--- config.mk ---
export PLATFORM = sky130hd
export DESIGN_NAME = dual_product_sum
export DESIGN_NICKNAME = d
export VERILOG_FILES = /design/src/rtl/sumprod_pkg.sv /design/src/rtl/operand_bank.sv /design/src/rtl/product_unit.sv /design/src/rtl/sum_stage.sv /design/src/rtl/dual_product_sum.sv
export SDC_FILE = /design/constraint.sdc
export NUM_CORES = 1
export LEC_CHECK = 0
export ABC_AREA = 1
export BUFFER_PORTS_ARGS = -buffer_cell sky130_fd_sc_hd__buf_2
export CAP_MARGIN = 20
export CORE_ASPECT_RATIO = 2
export CORE_MARGIN = 2
export CORE_UTILIZATION = 35
export CTS_BUF_LIST = sky130_fd_sc_hd__clkbuf_2 sky130_fd_sc_hd__clkbuf_4 sky130_fd_sc_hd__clkbuf_8
export CTS_CLUSTER_SIZE = 10
export DETAILED_ROUTE_END_ITERATION = 10
export GPL_ROUTABILITY_DRIVEN = 1
export GPL_TIMING_DRIVEN = 0
export PLACE_DENSITY = 0.54
export SLEW_MARGIN = 10
export SYNTH_ARGS = -nofsm -noshare
export SYNTH_HDL_FRONTEND = slang
export SYNTH_SLANG_ARGS = --single-unit
--- constraint.sdc ---
create_clock -name clk -period 13.7 [get_ports clk]
set_clock_uncertainty 0.2 [all_clocks]
set_input_delay 2.74 -clock clk [delete_from_list [all_inputs] [get_ports clk]]
set_output_delay 2.74 -clock clk [all_outputs]
set_load 0.01 [all_outputs]
--- src/rtl/sumprod_pkg.sv ---
// Shared sizes and types for the dual-product sum unit.
// Assumes unsigned operands; all widths derive from OP_W.
package sumprod_pkg;
    parameter int OP_W   = 8;
    parameter int N_BANK = 2;
    localparam int PROD_W = 2 * OP_W;
    localparam int SUM_W  = PROD_W + 1;

    // Bank index as driven on pair_sel.
    typedef enum logic {
        BANK_AB = 1'b0,
        BANK_CD = 1'b1
    } bank_e;

    // One operand bank: left byte (A or C), right byte (B or D).
    typedef struct packed {
        logic [OP_W-1:0] lft;
        logic [OP_W-1:0] rgt;
    } opnd_pair_t;
endpackage

--- src/rtl/operand_bank.sv ---
// Holds one operand pair. It loads both bytes together when its load strobe is high.
// Assumes the strobe is already qualified by write enable and bank select.
module operand_bank
    import sumprod_pkg::*;
(
    input  logic       clk,
    input  logic       rst_n,
    input  logic       load,
    input  opnd_pair_t din,
    output opnd_pair_t q
);
    // Operand storage: clear on reset, capture on strobe, otherwise hold.
    always_ff @(posedge clk or negedge rst_n) begin
        if (!rst_n) begin
            q <= '0;
        end else if (load) begin
            q <= din;
        end
    end
endmodule

--- src/rtl/product_unit.sv ---
// Unsigned multiply of one operand pair, full-width product, purely combinational.
// Assumes the caller registers both its inputs and its output.
module product_unit
    import sumprod_pkg::*;
(
    input  opnd_pair_t        pair,
    output logic [PROD_W-1:0] prod
);
    // Widen both operands before multiplying so no product bit is lost.
    always_comb begin
        prod = PROD_W'(pair.lft) * PROD_W'(pair.rgt);
    end
endmodule

--- src/rtl/sum_stage.sv ---
// Adds the per-bank products and registers the low bits plus a carry.
// Assumes one product per bank; the result register updates on every edge.
module sum_stage
    import sumprod_pkg::*;
(
    input  logic                     clk,
    input  logic                     rst_n,
    input  logic [N_BANK*PROD_W-1:0] prods,
    output logic [PROD_W-1:0]        sum_q,
    output logic                     carry_q
);
    logic [SUM_W-1:0] total;

    // Widened sum across all banks; the top bit becomes the carry.
    always_comb begin
        total = '0;
        for (int i = 0; i < N_BANK; i++) begin
            total = total + SUM_W'(prods[i*PROD_W +: PROD_W]);
        end
    end

    // Result register: clear on reset, capture the fresh sum each edge.
    always_ff @(posedge clk or negedge rst_n) begin
        if (!rst_n) begin
            sum_q   <= '0;
            carry_q <= 1'b0;
        end else begin
            sum_q   <= total[PROD_W-1:0];
            carry_q <= total[SUM_W-1];
        end
    end
endmodule

--- src/rtl/dual_product_sum.sv ---
// Top level: a shared byte input feeds two operand banks.
// The banks drive two multipliers and one adder into a registered result.
// Assumes pair_sel and wr_en are synchronous to clk.
module dual_product_sum
    import sumprod_pkg::*;
(
    input  logic              clk,
    input  logic              rst_n,
    input  logic              wr_en,
    input  logic              pair_sel,
    input  logic [OP_W-1:0]   byte_hi,
    input  logic [OP_W-1:0]   byte_lo,
    output logic [OP_W-1:0]   mon_hi,
    output logic [OP_W-1:0]   mon_lo,
    output logic [PROD_W-1:0] sum_q,
    output logic              carry_q
);
    opnd_pair_t                in_pair;
    opnd_pair_t                bank_q [N_BANK];
    logic [N_BANK*PROD_W-1:0]  prods;
    opnd_pair_t                pair_ab_q;
    opnd_pair_t                pair_cd_q;

    // Bundle the shared input bytes into one pair.
    always_comb begin
        in_pair.lft = byte_hi;
        in_pair.rgt = byte_lo;
    end

    // One bank and one multiplier per operand pair.
    for (genvar g = 0; g < N_BANK; g++) begin : g_bank
        logic load_g;

        // This bank loads only when it is the write target.
        always_comb begin
            load_g = wr_en && (pair_sel == 1'(g));
        end

        operand_bank i_bank (
            .clk   (clk),
            .rst_n (rst_n),
            .load  (load_g),
            .din   (in_pair),
            .q     (bank_q[g])
        );

        product_unit i_mul (
            .pair (bank_q[g]),
            .prod (prods[g*PROD_W +: PROD_W])
        );
    end

    sum_stage i_sum (
        .clk     (clk),
        .rst_n   (rst_n),
        .prods   (prods),
        .sum_q   (sum_q),
        .carry_q (carry_q)
    );

    // Named views of the two banks, for the monitors and the checker.
    always_comb begin
        pair_ab_q = bank_q[BANK_AB];
        pair_cd_q = bank_q[BANK_CD];
    end

    // Monitor mux: show the bank that pair_sel currently points at.
    always_comb begin
        if (pair_sel == BANK_CD) begin
            mon_hi = pair_cd_q.lft;
            mon_lo = pair_cd_q.rgt;
        end else begin
            mon_hi = pair_ab_q.lft;
            mon_lo = pair_ab_q.rgt;
        end
    end
endmodule

==> out/summary.txt <==
Status: finished, final reports clean
CP startpoint: pair_sel
RR Endpoint: i_sum.carry_q$_DFF_PN0_
Largest net degree at the start of global routing: 33
Post-Synth Adder-Cell Area: 0.4176
Unrepaired setup endpoints after global routing: false
Setup TNS: 0 ns
Commonest non-fill, non-tap cell in the layout: nand2_1
Slew @ Worst Pin: 0.6979 ns
N_diodes: 0
CTS clk-pin slew, worst paths: 0.11 ns
Most frequent cells in the layout: 273 x nand2_1, 253 x inv_1, 97 x fa_1
M1 WL: 5461 um
Crit Path Max Fanout: 10
Worst setup path endpoint: mon_lo[3]
Fmax: 154.6 MHz
Die Ht: 198.2 um
Metal3 WL: 397 um
FF/Latch Area: 1226 sq um
Crit path required time: 10.76 ns
Final setup violation count: 0
Final core occ: 0.3882
Mux share of post-synthesis cell area: 0
Crit. End Element: output port
Worst setup SP type: input pin
WHS: 0.6181 ns
Crit path kind: input pin to output port
Final period util: 0.4722
Reg-to-reg slack, setup: 8.26 ns
Multi-input logic area: 4238 sq um
Drt via density: 4.513
Vias in the first global route: 5205
Syn Inst Count: 864
Pleak: 0.004469 uW
# IOs: 53
Resized cells post-CTS: 0
FF+latch count, synth: 49
Chip width: 101.1 um
WL met2: 10130 um
Relative slew slack: 0.5348
Sw Pwr: 922.0 uW
Max-slew violations: 0
FF-to-FF path depth: 20
Critical R2R Launch: g_bank[0].i_bank.q[14]$_DFFE_PN0P_
First-pass DRT Iterations: 4
Core area: 18660 sq um
Initial antenna violation count: 0
Top Layer Used: met4
Syn Std Cell Area: 6598 sq um
Comb power frac: 0.819
Hold Buf Count CTS: 0
Num CTS Buffers: 5
Min Tclk post-route: 6.469 ns
Synth Area in Simple Gates: 0.1826
Max-cap violations: 0
Syn Nets: 1046
Largest cells by area after synthesis: fa_1 29%, dfrtp_1 19%, nand2_1 16%
Largest family of logic cells by synthesized area: adder cells
DRC: 0
Filler Cells Inserted: 2011
Synth Area in XOR/XNOR: 0.01062
Async set or reset register ratio after synthesis: 1.000
Clock share of power: 0.061
Final ANT Viol Nets: 0
DP HPWL: 13600 um
Clock H-tree levels: 2
Clk Latency, worst-skew pair: 0.35 ns
Setup Fix Bufs, Post-CTS: 0
Post-DR wirelength/cell: 14.60 um
CTS Buffer Depth: 2
Die area: 20030 sq um
Final Hold Vio Count: 0
Pwr/cell area: 231.3 nW/um^2
Unique masters post-synth: 25
Synthesis-to-layout area growth: 9.767%
EDFF count, synth: 0
DR vias: 5158
GP Congestion: 0.8444
Worst hold path class: flop to flop
Layout cells sized above 1: 0.08766
Compound-gate portion of the synthesized area: 0.03148
Total number of yosys warnings: 0
Switching Share: 0.5505
Average cell area after synthesis: 7.636 sq um
Primary FF master, synth: dfrtp_1
Initial DRC Count: 262
GR Overflow Total: 0
Power Total: 1675 uW
Biggest area consumer among synthesized cells: fa_1
First-pass GRT wire length: 26240 um
Max rail drop VDD: 0.1719 mV
Sequential share of the synthesized area: 0.1859
Root Driver: clkbuf_8
Int Pwr: 753.0 uW
PortBufs: 51
Data arrival time of the critical path: 3.53 ns
CTS tree: done
GRT Total Usage: 0.1752
Area share of the largest cell type after synthesis: 0.2943
# clock sinks: 49
Sequential Power Share: 0.120
Total detailed-routing wirelength: 16690 um
Row cnt: 71
Final nets: 1105
Initial Util: 0.3537
synthesized netlist by cell type, types with 5 or more instances:
cell type,number
nand2_1,273
inv_1,253
fa_1,97
ha_1,65
dfrtp_1,49
clkbuf_1,33
o21ai_1,17
o21ai_0,15
nor2_1,14
nand3_1,8
buf_2,7
a21oi_1,6
nand2_2,5
xor2_1,5
cell families (layout without fill, tap and decap cells):
logic type / after synthesis / after routing
and+or+nand+nor: 307 / 307
buffers and inverters: 298 / 358
adders and majority gates: 162 / 162
DFF: 49 / 49
AOI/OAI and AO/OA: 40 / 40
xor gates and xnor gates: 8 / 8
critical path: stages:
cell	delay, ns
buf_4	0.15
inv_4	0.09
buf_2	0.22
nand2_1	0.07
nand2_1	0.12
buf_2	0.15
state kept, by name, summed over array words and instances (netlist names):
signal and flops:
g_bank.i_bank.q 32, i_sum.carry_q 1, i_sum.sum_q 16
power by group through the flow:
stage	registers (uW)	logic, uW	clock network, uW
global route	205	1590	111
global placement	204	1380	0
detailed placement	205	1400	0
floorplan	218	1040	0
CTS	202	1410	107
finish	201	1370	102
worst min-delay path by stage:
stage | startpoint | endpoint | slack, ns | cells past startpoint
CTS | g_bank[1].i_bank.q[6]$_DFFE_PN0P_ | g_bank[1].i_bank.q[6]$_DFFE_PN0P_ | 0.63 | 3
detailed placement | g_bank[1].i_bank.q[6]$_DFFE_PN0P_ | g_bank[1].i_bank.q[6]$_DFFE_PN0P_ | 0.61 | 3
global route | g_bank[1].i_bank.q[6]$_DFFE_PN0P_ | g_bank[1].i_bank.q[6]$_DFFE_PN0P_ | 0.69 | 3
finish | g_bank[1].i_bank.q[6]$_DFFE_PN0P_ | g_bank[1].i_bank.q[6]$_DFFE_PN0P_ | 0.62 | 3
floorplan | g_bank[0].i_bank.q[8]$_DFFE_PN0P_ | g_bank[0].i_bank.q[8]$_DFFE_PN0P_ | 0.49 | 3
global placement | g_bank[1].i_bank.q[6]$_DFFE_PN0P_ | g_bank[1].i_bank.q[6]$_DFFE_PN0P_ | 0.61 | 3
through the flow:
step	cells	cell area (sq um)	setup slack, ns
global route	1143	7242	7.194
finish	1143	7242	7.231
floorplan	864	6598	7.466
detailed placement	1135	7147	7.254
global placement	1134	7127	7.254
CTS	1143	7242	7.252
layout make-up:
class	count	share of cell area
plain buffers	41	0.02298
repair buffers	52	0.03801
well taps	219	0.03784
flip-flops and latches	49	0.1693
clock inverters	3	0.003628
inverters	257	0.1336
multi-input cells	517	0.5852
clock buffers	5	0.009502
layer usage:
metal,track usage,up-vias
met4,0.09059,0
li1,-,2544
met2,0.3449,84
met3,0.01377,31
met5,0,-
met1,0.1755,2499
Note: power is estimated with default switching activity, not from simulation.
